===== config.mk =====
export PLATFORM = sky130hd
export DESIGN_NAME = lpm_seq_top
export DESIGN_NICKNAME = d
export VERILOG_FILES = /design/src/rtl/lpm_pkg.sv /design/src/rtl/lpm_pin_sync.sv /design/src/rtl/lpm_warm_timer.sv /design/src/rtl/lpm_mode_fsm.sv /design/src/rtl/lpm_seq_top.sv
export SDC_FILE = /design/constraint.sdc
export NUM_CORES = 1
export LEC_CHECK = 0
export ABC_AREA = 0
export BUFFER_PORTS_ARGS = -buffer_cell sky130_fd_sc_hd__buf_2
export CAP_MARGIN = 20
export CORE_UTILIZATION = 44
export DETAILED_ROUTE_END_ITERATION = 16
export PLACE_DENSITY = 0.71
export SYNTH_ARGS = -nofsm -noshare
export SYNTH_HDL_FRONTEND = slang
export SYNTH_SLANG_ARGS = --single-unit

===== constraint.sdc =====
create_clock -name clk -period 1.71 [get_ports clk]
set_clock_uncertainty 0.2 [all_clocks]
set_input_delay 0.2565 -clock clk [delete_from_list [all_inputs] [get_ports clk]]
set_output_delay 0.2565 -clock clk [all_outputs]
set_load 0.05 [all_outputs]

===== src/rtl/lpm_pkg.sv =====
package lpm_pkg;
    typedef enum logic [1:0] {
        MODE_RUN   = 2'd0,
        MODE_IDLE  = 2'd1,
        MODE_SLEEP = 2'd2,
        MODE_WARM  = 2'd3
    } lpm_mode_e;

    typedef struct packed {
        lpm_mode_e mode;
        logic      edge_wake;
        logic      resume;
        logic      take_irq;
    } lpm_fsm_t;
endpackage


===== src/rtl/lpm_pin_sync.sv =====
module lpm_pin_sync #(
    parameter int STAGES = 2
) (
    input  logic clk,
    input  logic rst_n,
    input  logic pin_n,
    output logic pin_lvl,
    output logic pin_fall
);
    localparam int W = STAGES + 1;

    logic [W-1:0] sh_d, sh_q;

    always_comb begin
        sh_d = {sh_q[W-2:0], pin_n};
    end

    always_ff @(posedge clk or negedge rst_n) begin
        if (!rst_n) sh_q <= '1;
        else        sh_q <= sh_d;
    end

    assign pin_lvl  = sh_q[STAGES-1];
    assign pin_fall = sh_q[STAGES] & ~sh_q[STAGES-1];
endmodule


===== src/rtl/lpm_warm_timer.sv =====
module lpm_warm_timer #(
    parameter int WARM_CYC = 16
) (
    input  logic clk,
    input  logic rst_n,
    input  logic start,
    output logic done
);
    localparam int CW = (WARM_CYC < 2) ? 1 : $clog2(WARM_CYC);

    typedef struct packed {
        logic          run;
        logic [CW-1:0] cnt;
    } tmr_t;

    tmr_t t_d, t_q;

    always_comb begin
        t_d = t_q;
        if (start) begin
            t_d.run = 1'b1;
            t_d.cnt = CW'(WARM_CYC - 1);
        end else if (t_q.run) begin
            if (t_q.cnt == '0) t_d.run = 1'b0;
            else               t_d.cnt = t_q.cnt - 1'b1;
        end
    end

    always_ff @(posedge clk or negedge rst_n) begin
        if (!rst_n) t_q <= '0;
        else        t_q <= t_d;
    end

    assign done = t_q.run && (t_q.cnt == '0);
endmodule


===== src/rtl/lpm_mode_fsm.sv =====
module lpm_mode_fsm
    import lpm_pkg::*;
(
    input  logic      clk,
    input  logic      rst_n,
    input  logic      slp_req,
    input  logic      mode_sel,
    input  logic      wake_edge,
    input  logic      pin_lvl,
    input  logic      pin_fall,
    input  logic      irq_any,
    input  logic      irq_en,
    input  logic      warm_done,
    output lpm_mode_e mode,
    output logic      warm_start,
    output logic      resume,
    output logic      take_irq
);
    lpm_fsm_t st_d, st_q;
    logic     pin_wake;

    always_comb begin
        st_d          = st_q;
        st_d.resume   = 1'b0;
        st_d.take_irq = 1'b0;
        warm_start    = 1'b0;
        pin_wake      = st_q.edge_wake ? pin_fall : pin_lvl;
        unique case (st_q.mode)
            MODE_RUN: begin
                if (slp_req) begin
                    if (!mode_sel) begin
                        st_d.mode = MODE_IDLE;
                    end else if (wake_edge || !pin_lvl) begin
                        st_d.mode      = MODE_SLEEP;
                        st_d.edge_wake = wake_edge;
                    end
                end
            end
            MODE_IDLE: begin
                if (irq_any) begin
                    st_d.mode     = MODE_RUN;
                    st_d.resume   = 1'b1;
                    st_d.take_irq = irq_en;
                end
            end
            MODE_SLEEP: begin
                if (pin_wake) begin
                    st_d.mode  = MODE_WARM;
                    warm_start = 1'b1;
                end
            end
            MODE_WARM: begin
                if (warm_done) begin
                    st_d.mode   = MODE_RUN;
                    st_d.resume = 1'b1;
                end
            end
            default: st_d.mode = MODE_RUN;
        endcase
    end

    always_ff @(posedge clk or negedge rst_n) begin
        if (!rst_n) st_q <= '{mode: MODE_RUN, edge_wake: 1'b0, resume: 1'b0, take_irq: 1'b0};
        else        st_q <= st_d;
    end

    assign mode     = st_q.mode;
    assign resume   = st_q.resume;
    assign take_irq = st_q.take_irq;
endmodule


===== src/rtl/lpm_seq_top.sv =====
module lpm_seq_top
    import lpm_pkg::*;
#(
    parameter int N_IRQ    = 4,
    parameter int WARM_CYC = 16,
    parameter int SYNC_STG = 2
) (
    input  logic             clk,
    input  logic             rst_n,
    input  logic             slp_req,
    input  logic             mode_sel,
    input  logic             wake_edge,
    input  logic             sleep_pin_n,
    input  logic [N_IRQ-1:0] irq_vec,
    input  logic             irq_en,
    output logic             cpu_clk_en,
    output logic             per_clk_en,
    output logic             osc_en,
    output logic             resume_pulse,
    output logic             resume_irq
);
    logic      pin_lvl, pin_fall, warm_start, warm_done, resume, take_irq;
    lpm_mode_e mode;

    lpm_pin_sync #(.STAGES(SYNC_STG)) sync_i (
        .clk(clk), .rst_n(rst_n), .pin_n(sleep_pin_n),
        .pin_lvl(pin_lvl), .pin_fall(pin_fall)
    );

    lpm_warm_timer #(.WARM_CYC(WARM_CYC)) tmr_i (
        .clk(clk), .rst_n(rst_n), .start(warm_start), .done(warm_done)
    );

    lpm_mode_fsm fsm_i (
        .clk(clk), .rst_n(rst_n), .slp_req(slp_req), .mode_sel(mode_sel),
        .wake_edge(wake_edge), .pin_lvl(pin_lvl), .pin_fall(pin_fall),
        .irq_any(|irq_vec), .irq_en(irq_en), .warm_done(warm_done),
        .mode(mode), .warm_start(warm_start), .resume(resume), .take_irq(take_irq)
    );

    assign cpu_clk_en   = (mode == MODE_RUN);
    assign per_clk_en   = (mode == MODE_RUN) || (mode == MODE_IDLE);
    assign osc_en       = (mode != MODE_SLEEP);
    assign resume_pulse = resume;
    assign resume_irq   = resume & take_irq;
endmodule


# Word level (Yosys, flattened, before mapping)
# Cells that the tools add are included.
# Widths: inputs -> output; s select.
[word_totals]
out_inout_bits = 5
input_bits = 11
register_bits = 13
wordCells = 51
[op_classes]
mux = 19
n_addsub = 1
eq_ne = 10
reduce_logical = 11
bitwise = 3
[op_table]
columns = ["cell", "n"]
rows = [
  ["$mux 2", 5],
  ["$mux 5", 2],
  ["$ne 2x1->1 const B", 4],
  ["$pmux 2 s4", 1],
  ["$mux 1", 7],
  ["$mux 3", 2],
  ["$reduce_and 5->1", 1],
  ["$eq 2x2->1 const B", 2],
  ["$logic_not 4->1", 1],
  ["$mux 4", 1],
  ["$ne 2x2->1 const B", 2],
  ["$reduce_and 4->1", 1],
  ["$reduce_or 4->1", 1],
  ["$sub 4x1->4 const B", 1],
  ["$ne 3x2->1 const B", 1],
  ["$and 1x1->1", 2],
  ["$eq 2x1->1 const B", 1],
  ["$logic_not 2->1", 1],
  ["$logic_or 1x1->1", 2],
  ["$pmux 1 s2", 1],
  ["$reduce_and 2->1", 1],
  ["$reduce_bool 2->1", 1],
  ["$logic_and 1x1->1", 1],
  ["$logic_not 1->1", 1],
  ["$not 1->1", 1],
]

# Longest topological paths before layout
[depth]
word_depth = 7
mapped_depth = 6
depth_no_buf = 6

# Modules after synthesis
# From an unflattened synthesis, not the netlist that was laid out.
[unflattened]
cells_unflattened = 56
area_unflattened_um2 = 630.6
[by_module_without_submodules]
columns = ["mod", "cells_each", "instances", "area_per_inst_um2", "seq_area_each_um2"]
rows = [
  ["lpm_warm_timer", 26, 1, 262.8, 125.1],
  ["lpm_mode_fsm", 21, 1, 247.7, 125.1],
  ["lpm_pin_sync", 4, 1, 92.6, 78.8],
  ["lpm_seq_top", 5, 1, 27.5, 0.0],
]

# Worst setup path before layout
# Ideal clock, no wire load.
[synth_path]
kind = "register to register"
startpoint = "register fsm_i.st_q (netlist bit fsm_i.mode[0])"
endpoint = "register fsm_i.st_q[2] in the netlist's numbering"
path_slack_ns = -0.149
synth_period_minus_slack_ns = 1.859
path_stages_with_launch = 5
path_buffers = 0
arrival_time_ns = 1.536
t_required_ns = 1.386
setup_time_ns = 0.124
cell_sequence = "dfrtp_1 -> nor2_1 -> nand3_1 -> o21ai_1 -> o21ai_1"
[synth_via]
elab_chain_cells = 2
[synth_rtl]
columns = ["item", "line", "text"]
rows = [
  ["start, declared", "lpm_mode_fsm.sv:19", "lpm_fsm_t st_d, st_q;"],
  ["start signal, assigned", "lpm_mode_fsm.sv:63", "if (!rst_n) st_q <= '{mode: MODE_RUN, edge_wake: 1'b0, resume: 1'b0, take_irq: 1'b0};"],
  ["start signal, assigned", "lpm_mode_fsm.sv:64", "else st_q <= st_d;"],
  ["$logic_not 2->1", "-", ""],
  ["named net cpu_clk_en", "lpm_seq_top.sv:16", "output logic cpu_clk_en,"],
  ["$reduce_and 4->1 (no line)", "-", ""],
]
# The timed path passes the listed nets, and every way through them passes these cells.
# A chain may end at the register's enable or synchronous reset.

# Final worst setup path
[layout_path]
startpoint = "register tmr_i.t_q[1] in the netlist's numbering"
endpoint = "register tmr_i.t_q[3] in the netlist's numbering"
[layout_via]
elab_chain_cells = 4
elab_cells_between_ends = 7
cone_classes = "add/sub: 1; eq/ne: 1; mux: 3; reduce/logical: 2"
[layout_rtl]
columns = ["item", "line", "text"]
rows = [
  ["start, declared", "lpm_warm_timer.sv:16", "tmr_t t_d, t_q;"],
  ["start signal, assigned", "lpm_warm_timer.sv:31", "else t_q <= t_d;"],
  ["$sub 4x1->4", "lpm_warm_timer.sv:25", "else t_d.cnt = t_q.cnt - 1'b1;"],
  ["$mux 4", "lpm_warm_timer.sv:24", "if (t_q.cnt == '0) t_d.run = 1'b0;"],
  ["$mux 5", "lpm_warm_timer.sv:23", "end else if (t_q.run) begin"],
  ["$mux 5", "lpm_warm_timer.sv:20", "if (start) begin"],
]
# Several ways; a longest one is shown, not always the timed one. The select of a mux whose other input is x is not followed.

==> flow_summary_export.csv <==
group,metric,value,unit
yosys,synth-edff-count,0,
floorplan,row_count,13,
power,power_frac_clock,0.358,
clock_network,numCtsBuffers,3,
floorplan,initial_core_util,0.468,
final_layout,finalNetCount,97,
yosys,synthFlopType,"dfrtp_1",
critical_path,critPathBufInv,1,
sta,tightest_slew,0.540,ns
final_layout,fin_util,0.612,
clock_network,clkSinkCount,13,
power,p_sw,0.117,mW
power,comb_power_share,0.051,
clock_network,clock_path_buffers,2,
route,dr_wl_met2,615,um
clock_network,cts_tree,"yes",
worst_hold_path,min_delay_worst_endpoint,"fsm_i.take_irq",
power,p_int,0.417,mW
route,ant_nets,0,
yosys,syn-num-nets,73,
critical_path,slowest_delay,0.41,ns
grt,gr-total-overflow,0,
route,drc_errors,0,
grt,grt_antenna_before_repair,0,
route,viasPerCell,5.10,
floorplan,core_area,1300,um2
yosys,synth_most_common_cell,"dfrtp_1",
critical_path,setup.worst_path.end_class,"register",
route,routed.top_layer,"met4",
yosys,async_flop_share,1.00,
final_layout,area_growth,30.6,%
route,wirelength,1180,um
worst_hold_path,hp-class,"in2reg",
grt,first_global_vias,435,
yosys,syn_avg_cell_area,10.2,um2
critical_path,worst-setup-path-type,"reg2reg",
critical_path,cp.arrival,1.61,ns
route,num_vias,500,
yosys,synth_cell_types,27,
critical_path,crit_fanout,3,
route,drtPass1Iterations,4,
grt,grt_usage,0.176,
clock_network,cts-root-buf,"clkbuf_4",
sta,setup_slack,0.0517,ns
sta,min_period,1.66,ns
job,drv_cap,0,
power,power_density,671,nW/um2
sta,setup_viol,0,
placement,gp_congestion,0.653,
power,sequentialPowerShare,0.592,
power,p_sw_frac,0.219,
sta,rsz0062_at_grt,"false",
floorplan,die_w,39.2,um
placement,preCtsSetupSlack,0.0470,ns
sta,drv_slew,0,
yosys,synth_area,609,um2
clock_network,cts-htree-levels,1,
critical_path,rr_worst_depth,6,
floorplan,die_h,39.2,um
worst_hold_path,holdPathStages,2,
critical_path,crit_chain,"inv_2 > ha_4 > or3b_4 > nand3_2 > xor2_1 > nand2_1",
critical_path,required,1.66,ns
route,drtIter0Drc,5,
final_layout,drive_above_1_share,0.386,
power,power_leakage,0.412,nW
floorplan,io_pins,16,
critical_path,r2r-end,"tmr_i.t_q[3]",
critical_path,slowest_stage,"dfrtp_1",
route,wl_per_cell,12.1,um
sta,tns,0,ns
worst_hold_path,min_from,"irq_en",
critical_path,timing.rr.start,"tmr_i.t_q[1]",
yosys,ys_top_cells_by_count,"dfrtp_1, nand2_1, nand3_1, inv_1, dfstp_2",
critical_path,reg2reg_slack,0.05,ns
yosys,ys_ff_latch,13,
route,wl_met3,49,um
yosys,syn_inst,60,
placement,io_buffers,15,
floorplan,dieArea,1540,um2
grt,grt_first_pass_wirelength,1660,um
critical_path,start_kind,"register",
clock_network,clk_latency,0.28,ns
sta,slew_headroom,0.637,
grt,grt_max_degree,14,
yosys,synthTopCellsByArea,"dfrtp_1, dfstp_2, nand2_1, nand3_1, ha_1",
sta,hold_violations,0,
yosys,synth_top_cell_by_area,"dfrtp_1",
final_layout,antennaDiodeCount,0,
critical_path,critPathTopFamily,"simple AND/OR/NAND/NOR gates",
yosys,synth.top_cell.area_share,0.411,
outcome,outcome,"complete, no violations",
sta,max_clock_freq,603,MHz
yosys,ys_seq_area_frac,0.540,
yosys,yosys_warnings,0,
route,wl_met1,505,um
power,ir_drop,0.485,mV
clock_network,clkSlewWorstSetupHoldPaths,0.09,ns
placement,dp_hpwl,851,um
sta,period_share,0.970,
==> kinds of logic (layout without fill, tap and decap cells) <==
| group | after synthesis | count (layout) | synth area share |
|---|---|---|---|
| flip-flops | 13 | 13 | 0.540 |
| XOR/XNOR | 3 | 3 | 0.0431 |
| adder cells (fa/ha/maj) | 2 | 2 | 0.0411 |
| multiplexers | 1 | 1 | 0.0164 |
| AND/OR/NAND/NOR | 26 | 26 | 0.226 |
| buffers and inverters | 5 | 28 | 0.0308 |
| AO/OA/AOI/OAI | 10 | 10 | 0.103 |
==> how the worst max path moves through the flow <==
stage                   from            to  slack, ns  cells after the start
6_report        tmr_i.t_q[1]  tmr_i.t_q[3]       0.05                      6
5_1_grt         tmr_i.t_q[1]  tmr_i.t_q[3]       0.01                      6
4_1_cts        fsm_i.mode[0]        osc_en       0.02                      2
3_5_place_dp    tmr_i.t_q[1]  tmr_i.t_q[3]       0.05                      6
3_3_place_gp    tmr_i.t_q[0]  tmr_i.t_q[3]        0.1                      6
2_1_floorplan   tmr_i.t_q[0]  tmr_i.t_q[3]       0.10                      6
==> through the flow <==
step / power, mW / hold WS [ns] / cells / instance area, um2
2_1_floorplan: 0.326 / -0.239 / 60 / 612
3_3_place_gp: 0.345 / -0.0477 / 91 / 713
3_5_place_dp: 0.346 / -0.0428 / 91 / 713
4_1_cts: 0.545 / 0.0226 / 97 / 759
5_1_grt: 0.562 / 0.0121 / 98 / 796
6_report: 0.534 / 0.0331 / 98 / 796
==> what timing repair did <==
action,CTS,global route
endpoints found under the hold margin,14,0
endpoints found under the setup margin,0,4
resized for setup,0,8
hold buffers,2,0
setup buffers,0,1
==> worst register-to-register path, cell delays in order, from the launching register on <==
cell,delay [ns]
dfrtp_1,0.41
inv_2,0.08
ha_4,0.12
or3b_4,0.41
nand3_2,0.10
xor2_1,0.15
nand2_1,0.07
==> registers in the layout, summed over array words and instances (netlist names) <==
register        cells
fsm_i.st_q          1
tmr_i.t_q           5
fsm_i.take_irq      1
sync_i.sh_q         3
fsm_i.resume        1
fsm_i.mode          2
==> power groups by stage <==
| stage | clock network, mW | logic, mW | registers, mW |
|---|---|---|---|
| 2_1_floorplan | 0 | 0.00471 | 0.321 |
| 3_3_place_gp | 0 | 0.0230 | 0.322 |
| 3_5_place_dp | 0 | 0.0246 | 0.322 |
| 4_1_cts | 0.201 | 0.0281 | 0.316 |
| 5_1_grt | 0.214 | 0.0312 | 0.316 |
| 6_report | 0.191 | 0.0271 | 0.316 |
==> cell type report <==
type | count | area [um2]
clock buffer | 4 | 26.3
fill | 117 | 505
inverter | 5 | 18.8
multi-input combinational | 42 | 292
sequential | 13 | 330
tap | 15 | 18.8
timing repair buffer | 19 | 110
==> layout by cell type, fill, tap and decap left out, types with 2 or more instances in the layout <==
cell type and count:
buf_2 15, nand2_1 9, dfrtp_1 9, nand3_1 4, inv_1 3, clkbuf_4 3
dfstp_2 3, inv_2 2, nand2b_1 2, nand3_2 2, xor2_1 2, o21ai_1 2
dlygate4sd3_1 2, buf_4 2
==> per-layer routing <==
metal | global-route usage | up-vias
met5 | 0 | -
met4 | 0.121 | 0
met3 | 0.0694 | 2
met2 | 0.292 | 11
met1 | 0.178 | 235
li1 | - | 252
(Power assumes the default switching activity.)
